### src/rtl/i2c_unstick_pkg.sv
package i2c_unstick_pkg;

    typedef enum logic [2:0] {
        ST_IDLE,
        ST_SCL_LOW,
        ST_SCL_HIGH,
        ST_SAMPLE_WAIT,
        ST_START_HOLD,
        ST_SETTLE,
        ST_FINISH
    } seq_state_t;

    typedef struct packed {
        logic scl_low;
        logic sda_low;
        logic busy;
        logic done;
        logic ctrl_reset;
    } line_ctl_t;

    function automatic int us_to_cyc(input int us, input int clk_per_us);
        return us * clk_per_us;
    endfunction

    function automatic int max3(input int a, input int b, input int c);
        int m;
        m = (a > b) ? a : b;
        return (m > c) ? m : c;
    endfunction

    function automatic line_ctl_t ctl_for(input seq_state_t s);
        line_ctl_t c;
        c.scl_low    = (s == ST_SCL_LOW);
        c.sda_low    = (s == ST_START_HOLD);
        c.busy       = (s != ST_IDLE);
        c.done       = (s == ST_FINISH);
        c.ctrl_reset = (s == ST_FINISH);
        return c;
    endfunction

endpackage

### src/rtl/i2c_unstick_timer.sv
module i2c_unstick_timer #(
    parameter int W = 8
) (
    input  logic         clk,
    input  logic         rst,
    input  logic         ld,
    input  logic [W-1:0] ld_val,
    output logic         expired
);
    logic [W-1:0] cnt_q;

    always_ff @(posedge clk) begin
        if (rst) begin
            cnt_q <= '0;
        end else if (ld) begin
            cnt_q <= ld_val;
        end else if (cnt_q != '0) begin
            cnt_q <= cnt_q - 1'b1;
        end
    end

    assign expired = (cnt_q == '0);
endmodule

### src/rtl/i2c_unstick_pulse_cnt.sv
module i2c_unstick_pulse_cnt #(
    parameter int MAX_PULSES = 28
) (
    input  logic clk,
    input  logic rst,
    input  logic clr,
    input  logic inc,
    output logic at_limit
);
    localparam int CW = $clog2(MAX_PULSES + 1);
    localparam logic [CW-1:0] LIMIT = CW'(MAX_PULSES);

    logic [CW-1:0] cnt_q;

    always_ff @(posedge clk) begin
        if (rst) begin
            cnt_q <= '0;
        end else if (clr && !inc) begin
            cnt_q <= '0;
        end else if (clr && inc) begin
            cnt_q <= CW'(1);
        end else if (inc && cnt_q != LIMIT) begin
            cnt_q <= cnt_q + 1'b1;
        end
    end

    assign at_limit = (cnt_q == LIMIT);
endmodule

### src/rtl/i2c_unstick_fsm.sv
module i2c_unstick_fsm
    import i2c_unstick_pkg::*;
#(
    parameter int TW        = 8,
    parameter int HALF_CYC  = 2,
    parameter int WAIT_CYC  = 40,
    parameter int START_CYC = 40,
    parameter int SETTLE_CYC = 400
) (
    input  logic          clk,
    input  logic          rst,
    input  logic          trigger,
    input  logic          scl_in,
    input  logic          sda_in,
    input  logic          tmr_expired,
    input  logic          cnt_at_limit,
    output logic          tmr_ld,
    output logic [TW-1:0] tmr_val,
    output logic          cnt_clr,
    output logic          cnt_inc,
    output line_ctl_t     ctl,
    output logic          ok_flag
);
    localparam logic [TW-1:0] HALF_LD   = TW'(HALF_CYC - 1);
    localparam logic [TW-1:0] WAIT_LD   = TW'(WAIT_CYC - 1);
    localparam logic [TW-1:0] START_LD  = TW'(START_CYC - 1);
    localparam logic [TW-1:0] SETTLE_LD = TW'(SETTLE_CYC - 1);

    seq_state_t st_q, st_nxt;
    logic       ok_q, ok_nxt;
    line_ctl_t  ctl_q;

    always_comb begin
        st_nxt  = st_q;
        ok_nxt  = ok_q;
        tmr_ld  = 1'b0;
        tmr_val = '0;
        cnt_clr = 1'b0;
        cnt_inc = 1'b0;
        unique case (st_q)
            ST_IDLE: begin
                if (trigger) begin
                    cnt_clr = 1'b1;
                    if (scl_in && sda_in) begin
                        st_nxt = ST_FINISH;
                        ok_nxt = 1'b1;
                    end else begin
                        st_nxt  = ST_SCL_LOW;
                        ok_nxt  = 1'b0;
                        tmr_ld  = 1'b1;
                        tmr_val = HALF_LD;
                        cnt_inc = 1'b1;
                    end
                end
            end
            ST_SCL_LOW: begin
                if (tmr_expired) begin
                    st_nxt  = ST_SCL_HIGH;
                    tmr_ld  = 1'b1;
                    tmr_val = HALF_LD;
                end
            end
            ST_SCL_HIGH: begin
                if (tmr_expired) begin
                    st_nxt  = ST_SAMPLE_WAIT;
                    tmr_ld  = 1'b1;
                    tmr_val = WAIT_LD;
                end
            end
            ST_SAMPLE_WAIT: begin
                if (tmr_expired) begin
                    if (sda_in) begin
                        st_nxt  = ST_START_HOLD;
                        tmr_ld  = 1'b1;
                        tmr_val = START_LD;
                    end else if (cnt_at_limit) begin
                        st_nxt = ST_FINISH;
                        ok_nxt = 1'b0;
                    end else begin
                        st_nxt  = ST_SCL_LOW;
                        tmr_ld  = 1'b1;
                        tmr_val = HALF_LD;
                        cnt_inc = 1'b1;
                    end
                end
            end
            ST_START_HOLD: begin
                if (tmr_expired) begin
                    st_nxt  = ST_SETTLE;
                    tmr_ld  = 1'b1;
                    tmr_val = SETTLE_LD;
                end
            end
            ST_SETTLE: begin
                if (tmr_expired) begin
                    st_nxt = ST_FINISH;
                    ok_nxt = 1'b1;
                end
            end
            ST_FINISH: st_nxt = ST_IDLE;
            default:   st_nxt = ST_IDLE;
        endcase
    end

    always_ff @(posedge clk) begin
        if (rst) begin
            st_q  <= ST_IDLE;
            ok_q  <= 1'b0;
            ctl_q <= '0;
        end else begin
            st_q  <= st_nxt;
            ok_q  <= ok_nxt;
            ctl_q <= ctl_for(st_nxt);
        end
    end

    assign ctl     = ctl_q;
    assign ok_flag = ok_q;
endmodule

### src/rtl/i2c_unstick_seq.sv
module i2c_unstick_seq
    import i2c_unstick_pkg::*;
#(
    parameter int CLK_PER_US    = 250,
    parameter int SCL_HALF_CYC  = 1250,
    parameter int PULSE_WAIT_US = 20,
    parameter int START_HOLD_US = 20,
    parameter int SETTLE_US     = 200,
    parameter int MAX_PULSES    = 28
) (
    input  logic clk,
    input  logic rst,
    input  logic trigger,
    input  logic scl_in,
    input  logic sda_in,
    output logic scl_low,
    output logic sda_low,
    output logic busy,
    output logic done,
    output logic ok,
    output logic ctrl_reset
);
    localparam int WAIT_CYC   = us_to_cyc(PULSE_WAIT_US, CLK_PER_US);
    localparam int START_CYC  = us_to_cyc(START_HOLD_US, CLK_PER_US);
    localparam int SETTLE_CYC = us_to_cyc(SETTLE_US, CLK_PER_US);
    localparam int MAX_CYC    = max3(max3(WAIT_CYC, START_CYC, SETTLE_CYC), SCL_HALF_CYC, 1);
    localparam int TW         = $clog2(MAX_CYC + 1);

    logic          tmr_ld, tmr_expired;
    logic [TW-1:0] tmr_val;
    logic          cnt_clr, cnt_inc, cnt_at_limit;
    line_ctl_t     ctl;
    logic          ok_flag;

    i2c_unstick_timer #(.W(TW)) u_timer (
        .clk     (clk),
        .rst     (rst),
        .ld      (tmr_ld),
        .ld_val  (tmr_val),
        .expired (tmr_expired)
    );

    i2c_unstick_pulse_cnt #(.MAX_PULSES(MAX_PULSES)) u_cnt (
        .clk      (clk),
        .rst      (rst),
        .clr      (cnt_clr),
        .inc      (cnt_inc),
        .at_limit (cnt_at_limit)
    );

    i2c_unstick_fsm #(
        .TW         (TW),
        .HALF_CYC   (SCL_HALF_CYC),
        .WAIT_CYC   (WAIT_CYC),
        .START_CYC  (START_CYC),
        .SETTLE_CYC (SETTLE_CYC)
    ) u_fsm (
        .clk          (clk),
        .rst          (rst),
        .trigger      (trigger),
        .scl_in       (scl_in),
        .sda_in       (sda_in),
        .tmr_expired  (tmr_expired),
        .cnt_at_limit (cnt_at_limit),
        .tmr_ld       (tmr_ld),
        .tmr_val      (tmr_val),
        .cnt_clr      (cnt_clr),
        .cnt_inc      (cnt_inc),
        .ctl          (ctl),
        .ok_flag      (ok_flag)
    );

    assign scl_low    = ctl.scl_low;
    assign sda_low    = ctl.sda_low;
    assign busy       = ctl.busy;
    assign done       = ctl.done;
    assign ctrl_reset = ctl.ctrl_reset;
    assign ok         = ctl.done & ok_flag;
endmodule

### config.mk
export PLATFORM = sky130hd
export DESIGN_NAME = i2c_unstick_seq
export DESIGN_NICKNAME = d
export VERILOG_FILES = /design/src/rtl/i2c_unstick_pkg.sv /design/src/rtl/i2c_unstick_timer.sv /design/src/rtl/i2c_unstick_pulse_cnt.sv /design/src/rtl/i2c_unstick_fsm.sv /design/src/rtl/i2c_unstick_seq.sv
export SDC_FILE = /design/constraint.sdc
export NUM_CORES = 1
export LEC_CHECK = 0
export BUFFER_PORTS_ARGS = -buffer_cell sky130_fd_sc_hd__buf_4
export CORE_ASPECT_RATIO = 1.2
export CORE_UTILIZATION = 30
export CTS_BUF_LIST = sky130_fd_sc_hd__clkbuf_8
export DETAILED_ROUTE_END_ITERATION = 7
export GPL_TIMING_DRIVEN = 0
export PLACE_DENSITY = 0.47
export SLEW_MARGIN = 20
export SYNTH_ARGS = -nofsm -noshare
export SYNTH_HDL_FRONTEND = slang
export SYNTH_HIERARCHICAL = 1
export SYNTH_SLANG_ARGS = --single-unit
### constraint.sdc
create_clock -name clk -period 4.8 [get_ports clk]
set_clock_uncertainty 0.2 [all_clocks]
set_input_delay 1.2 -clock clk [delete_from_list [all_inputs] [get_ports clk]]
set_output_delay 1.2 -clock clk [all_outputs]
set_load 0.005 [all_outputs]
==> Word-level counts from Yosys, hierarchy flattened <==
Index checks and enable logic that the tools add are counted.
W data, S select, Z words.
{ "word_totals": {"regBits": 29, "inputBits": 5, "word_cells": 85} }
{ "classes": {"add_sub_neg": 2, "n_eq_ne": 15, "n_mux": 42, "bitwise_logic": 1, "reduce_logical": 16} }
{ "op_table": {"columns": ["operator", "n"], "rows": [
  ["$mux W16", 6],
  ["$pmux W16 S5", 1],
  ["$mux W11", 3],
  ["$mux W3", 9],
  ["$mux W1", 18],
  ["$pmux W3 S6", 1],
  ["$logic_not A16 Y1", 1],
  ["$reduce_bool A16 Y1", 1],
  ["$sub A16 B1 Y16 const B", 1],
  ["$mux W13", 1],
  ["$eq A3 B3 Y1 const B", 4],
  ["$ne A2 B2 Y1 const B", 5],
  ["$eq A3 B1 Y1 const B", 2],
  ["$eq A3 B2 Y1 const B", 2],
  ["$pmux W1 S3", 2],
  ["$reduce_and A6 Y1", 1],
  ["$reduce_bool A3 Y1", 2],
  ["$reduce_or A3 Y1", 2],
  ["$add A5 B1 Y5 const B", 1],
  ["$eq A5 B5 Y1 const B", 1],
  ["$ne A5 B5 Y1 const B", 1],
  ["$logic_and A1 B1 Y1", 4],
  ["$reduce_bool A2 Y1", 2],
  ["$logic_not A3 Y1", 1],
  ["4 further kinds", 4]
]} }

==> Longest topological paths before layout <==
{ "logic_depth": {"depth_word": 8, "ltp_mapped": 13, "ltp_nobuf": 12} }

==> Hierarchy <==
The synthesis kept the hierarchy.
{ "by_module_without_submodules": {"columns": ["mod", "instances", "cells_per_inst", "area_per_inst_um2", "seq_area_each_um2"], "rows": [
  ["i2c_unstick_timer", 1, 116, 964.7, 320.3],
  ["i2c_unstick_fsm", 1, 78, 641.9, 160.2],
  ["i2c_unstick_pulse_cnt", 1, 31, 281.5, 100.1],
  ["i2c_unstick_seq", 1, 1, 6.3, 0.0]
]} }

==> Worst setup path after synthesis <==
Ideal clock, no wire load.
{ "synth_timing": {"path_kind": "register to register", "start": "reg u_timer.cnt_q[0]", "end": "reg u_timer.cnt_q[15]", "setup_ps": 59, "arrival_time_ps": 3577, "required_ps": 4541, "slack_ps": 964, "path_stages_with_launch": 13, "path_buffers": 1, "synth_period_minus_slack_ps": 3836, "path_cell_list": "dfxtp_1 inv_1 ha_1 or3b_2 or4_4 nor2_1 or4b_1 nand3_1 nor2b_1 clkbuf_1 a21oi_1 a31oi_1 and3_1"} }
{ "synth_via": {"elab_chain_cells": 4, "elab_cells_between_ends": 12} }
{ "synth_lines": {"columns": ["item", "line", "rtl"], "rows": [
  ["from (decl)", "i2c_unstick_timer.sv:10", "logic [W-1:0] cnt_q;"],
  ["from (signal assigned)", "i2c_unstick_timer.sv:16", "cnt_q <= ld_val;"],
  ["from (signal assigned)", "i2c_unstick_timer.sv:18", "cnt_q <= cnt_q - 1'b1;"],
  ["$logic_not A16 Y1 *", "i2c_unstick_timer.sv:22", "assign expired = (cnt_q == '0);"],
  ["net tmr_expired", "i2c_unstick_seq.sv:29", "logic tmr_ld, tmr_expired;"],
  ["$mux W1 (on tied branches)", null, null],
  ["$pmux W1 S3 *", "i2c_unstick_fsm.sv:40", "unique case (st_q)"],
  ["net tmr_ld", "i2c_unstick_seq.sv:29", null],
  ["$mux W16 or $reduce_bool A2 Y1 (tied branches)", null, null]
]} }
Mark *: on every way through the listed nets, which the timed path passes. The rest lies on a longest branch. The select of a mux whose other input is x is not followed.
A chain may end at the register's enable or synchronous reset.

==> Worst setup path in the final report <==
Same ends and word-level chain as after synthesis.

==> impl_metrics.yaml <==
status:
  status: "completed"
cells_and_area:
  final_nets: 252
  layout_commonest_cell: "dfxtp_1"
  final_layout_size_suffix_gt1_share_pct: 22.0
  syn_to_final_growth_pct: 14.7
  antennaDiodeCount: 0
  fin_cells: 327
  final_cell_mix: "29 x dfxtp_1, 22 x buf_4, 22 x nand2_1, 14 x inv_1, 12 x a21oi_1"
  post-route-util_pct: 35.9
detailed_routing:
  first_iter_violations: 98
  routed_via_density: 5.04
  drc: 0
  first_pass_iters: 4
  wl_mm: 4.20
  routedWlPerCell_um: 12.8
  drt.antenna.violating_nets: 0
  num_vias: 1648
global_route:
  grt_max_degree: 14
  grt.total_usage_pct: 14.4
  grt_pass1_vias: 1570
  antenna_found_initial: 0
  grt.overflow.total: 0
  grt_pass1_wl_mm: 7.36
floorplanning:
  start_util_pct: 31.3
  die_w_um: 74.5
  num_io_pins: 11
  core_um2: 6050
  die_h_um: 89.0
  dieArea_um2: 6640
  num_rows: 31
synthesis:
  ys_seq_area_share_pct: 30.6
  synthArstFlopShare_pct: 0
  ys_ff_latch: 29
  synth_cells: 226
  synth_area_per_cell_um2: 8.38
  netlist_area_um2: 1890
  synth_edf_count: 0
  ys.flop_type: "dfxtp_1"
  synth_cell_types: 62
  yosysWarnings: 6
cts:
  postCtsSetupBuffers: 0
  ctsHoldBuffers: 0
  htreeDepth: 2
  clock-sinks: 29
  cts_tree: "done"
  cts_root_buf: "clkbuf_8"
  cts_buffers: 5
  clockBufferDepth: 2
  clock_latency_ns: 0.28
  cts_resized: 0
  clk_pin_slew_ns: 0.06
hold_path:
  worstHoldStart: "u_fsm/ok_flag$_SDFFE_PP0P_"
  worstHoldPathType: "reg2reg"
  min_to: "u_fsm/ok_flag$_SDFFE_PP0P_"
  whs_path_depth: 2
setup_path:
  critPathCaptureType: "flop"
  reg2reg_depth: 12
  cp_max_fo: 10
  r2r_start: "u_timer/cnt_q[0]$_SDFFE_PP0P_"
  rrSetupSlack_ns: 0.35
  start_kind: "flop"
  arrival_ns: 4.48
  worst_path_max_delay_cell: "or4_4"
  crit_required_ns: 4.83
  criticalPathCategory: "reg2reg"
  path_cells: "inv_1 > ha_1 > or3b_2 > or4_4 > nor2_1 > or4b_1 > nand3_1 > nor2b_1 > clkbuf_1 > a21oi_1 > a31oi_1 > and3_1"
  r2r-end: "u_timer/cnt_q[15]$_SDFFE_PP0P_"
  max_stage_delay_ns: 0.59
placement:
  io_buffers: 9
  hpwl_mm: 3.08
  pre_cts_ws_ns: 0.333
  gp_congestion: 0.787
  dp.cells: 319
timing:
  setup_violations: 0
  fmax_mhz: 224
  timing.hold.ws_ns: 0.267
  finalHoldViolations: 0
  rsz0062_at_grt: "false"
  slew_headroom_pct: 32.5
  drv_slew: 0
  fin_ws_ns: 0.345
  tightest_slew_ns: 1.00
  fin_crit_ns: 4.45
  fin_crit_sh_pct: 92.8
  final.setup.tns_ns: 0
run:
  drv_cap: 0
pwr:
  p_leak_nw: 0.825
  irDropWorstVdd_uv: 197
  power_density_nw_per_um2: 651
==> per-stage QoR <==
step           instance area, µm²  power, mW
2_1_floorplan                1900       1.03
6_report                     2170       1.42
4_1_cts                      2170       1.44
3_5_place_dp                 2070       1.20
5_1_grt                      2170       1.55
3_3_place_gp                 2070       1.20
==> final cells by class <==
type / instances / area (µm²)
Fill cell: 660 / 3880
Clock inverter: 1 / 5.00
Sequential cell: 29 / 581
Clock buffer: 7 / 96.3
Multi-Input combinational cell: 165 / 1130
Timing Repair Buffer: 9 / 67.6
Tap cell: 82 / 103
Buffer: 20 / 135
Inverter: 14 / 52.6
==> worst max-delay path by stage <==
stage | cells past startpoint | endpoint | startpoint
3_5_place_dp | 12 | u_timer/cnt_q[15]$_SDFFE_PP0P_ | u_timer/cnt_q[0]$_SDFFE_PP0P_
6_report | 12 | u_timer/cnt_q[15]$_SDFFE_PP0P_ | u_timer/cnt_q[0]$_SDFFE_PP0P_
2_1_floorplan | 12 | u_timer/cnt_q[15]$_SDFFE_PP0P_ | u_timer/cnt_q[0]$_SDFFE_PP0P_
4_1_cts | 12 | u_timer/cnt_q[15]$_SDFFE_PP0P_ | u_timer/cnt_q[0]$_SDFFE_PP0P_
5_1_grt | 12 | u_timer/cnt_q[15]$_SDFFE_PP0P_ | u_timer/cnt_q[0]$_SDFFE_PP0P_
3_3_place_gp | 12 | u_timer/cnt_q[15]$_SDFFE_PP0P_ | u_timer/cnt_q[0]$_SDFFE_PP0P_
==> Yosys cell counts, drive strengths merged, types with 2 or more instances <==
cell type / instances / area share (%)
a21o: 3 / 1.2
buf: 16 / 6.3
nand2: 23 / 4.7
dfxtp: 29 / 31
and4b: 4 / 2.1
nor3: 9 / 2.4
a21oi: 13 / 3.6
nand4: 5 / 2.0
o21ai: 14 / 4.3
nor4: 5 / 3.2
nor2: 11 / 2.3
o31ai: 4 / 1.6
clkbuf: 4 / 0.86
nor2b: 4 / 1.3
a41oi: 2 / 0.92
a221oi: 2 / 0.92
and4: 2 / 0.92
ha: 3 / 2.0
a211oi: 4 / 2.1
a211o: 2 / 0.92
a31oi: 2 / 0.66
and2: 2 / 0.66
or3: 2 / 0.66
inv: 14 / 2.8
nor3b: 2 / 0.79
nand3: 9 / 2.6
o221ai: 2 / 0.92
or4: 4 / 2.1
a2111oi: 2 / 1.1
xnor2: 9 / 4.2
==> kinds of logic (layout without fill, tap and decap cells) <==
| family | after synthesis | count (layout) | synth area share, % |
|---|---|---|---|
| simple gates | 89 | 89 | 29.5 |
| flops | 29 | 29 | 30.6 |
| xor+xnor | 10 | 10 | 4.62 |
| buf+inv | 34 | 51 | 9.91 |
| compound gates | 59 | 59 | 22.6 |
| other cells | 1 | 3 | 0.198 |
| fa+ha+maj | 3 | 3 | 1.98 |
| mux | 1 | 1 | 0.594 |
==> state kept, by name (all words and copies together) (netlist names) <==
signal	count
u_fsm/st_q	3
u_timer/cnt_q	16
u_fsm/ok_flag	1
u_cnt/cnt_q	5
u_fsm/ctl	4
==> worst max-delay path: cells and delay by family, from the launching register on <==
kind,cells,cell delay (ns)
flip-flops,1,0.33
AND/OR/NAND/NOR,7,2.92
AO/OA/AOI/OAI,2,0.28
adder cells (fa/ha/maj),1,0.19
buffers and inverters,2,0.49
==> where the power goes <==
group | internal (mW) | switching (mW)
clock | 0.129 | 0.0952
combinational | 0.358 | 0.432
sequential | 0.320 | 0.0812
total | 0.807 | 0.608
==> metal layers <==
metal	GRT usage, %	wire length [µm]	share of wire [%]	vias up
li1	-	-	-	857
met1	18.3	2030	48	769
met2	23.8	2010	48	17
met3	3.27	92	2.2	5
met4	4.97	64	1.5	0
met5	0	0	0	-
Note: power is estimated with default switching activity, not from simulation.
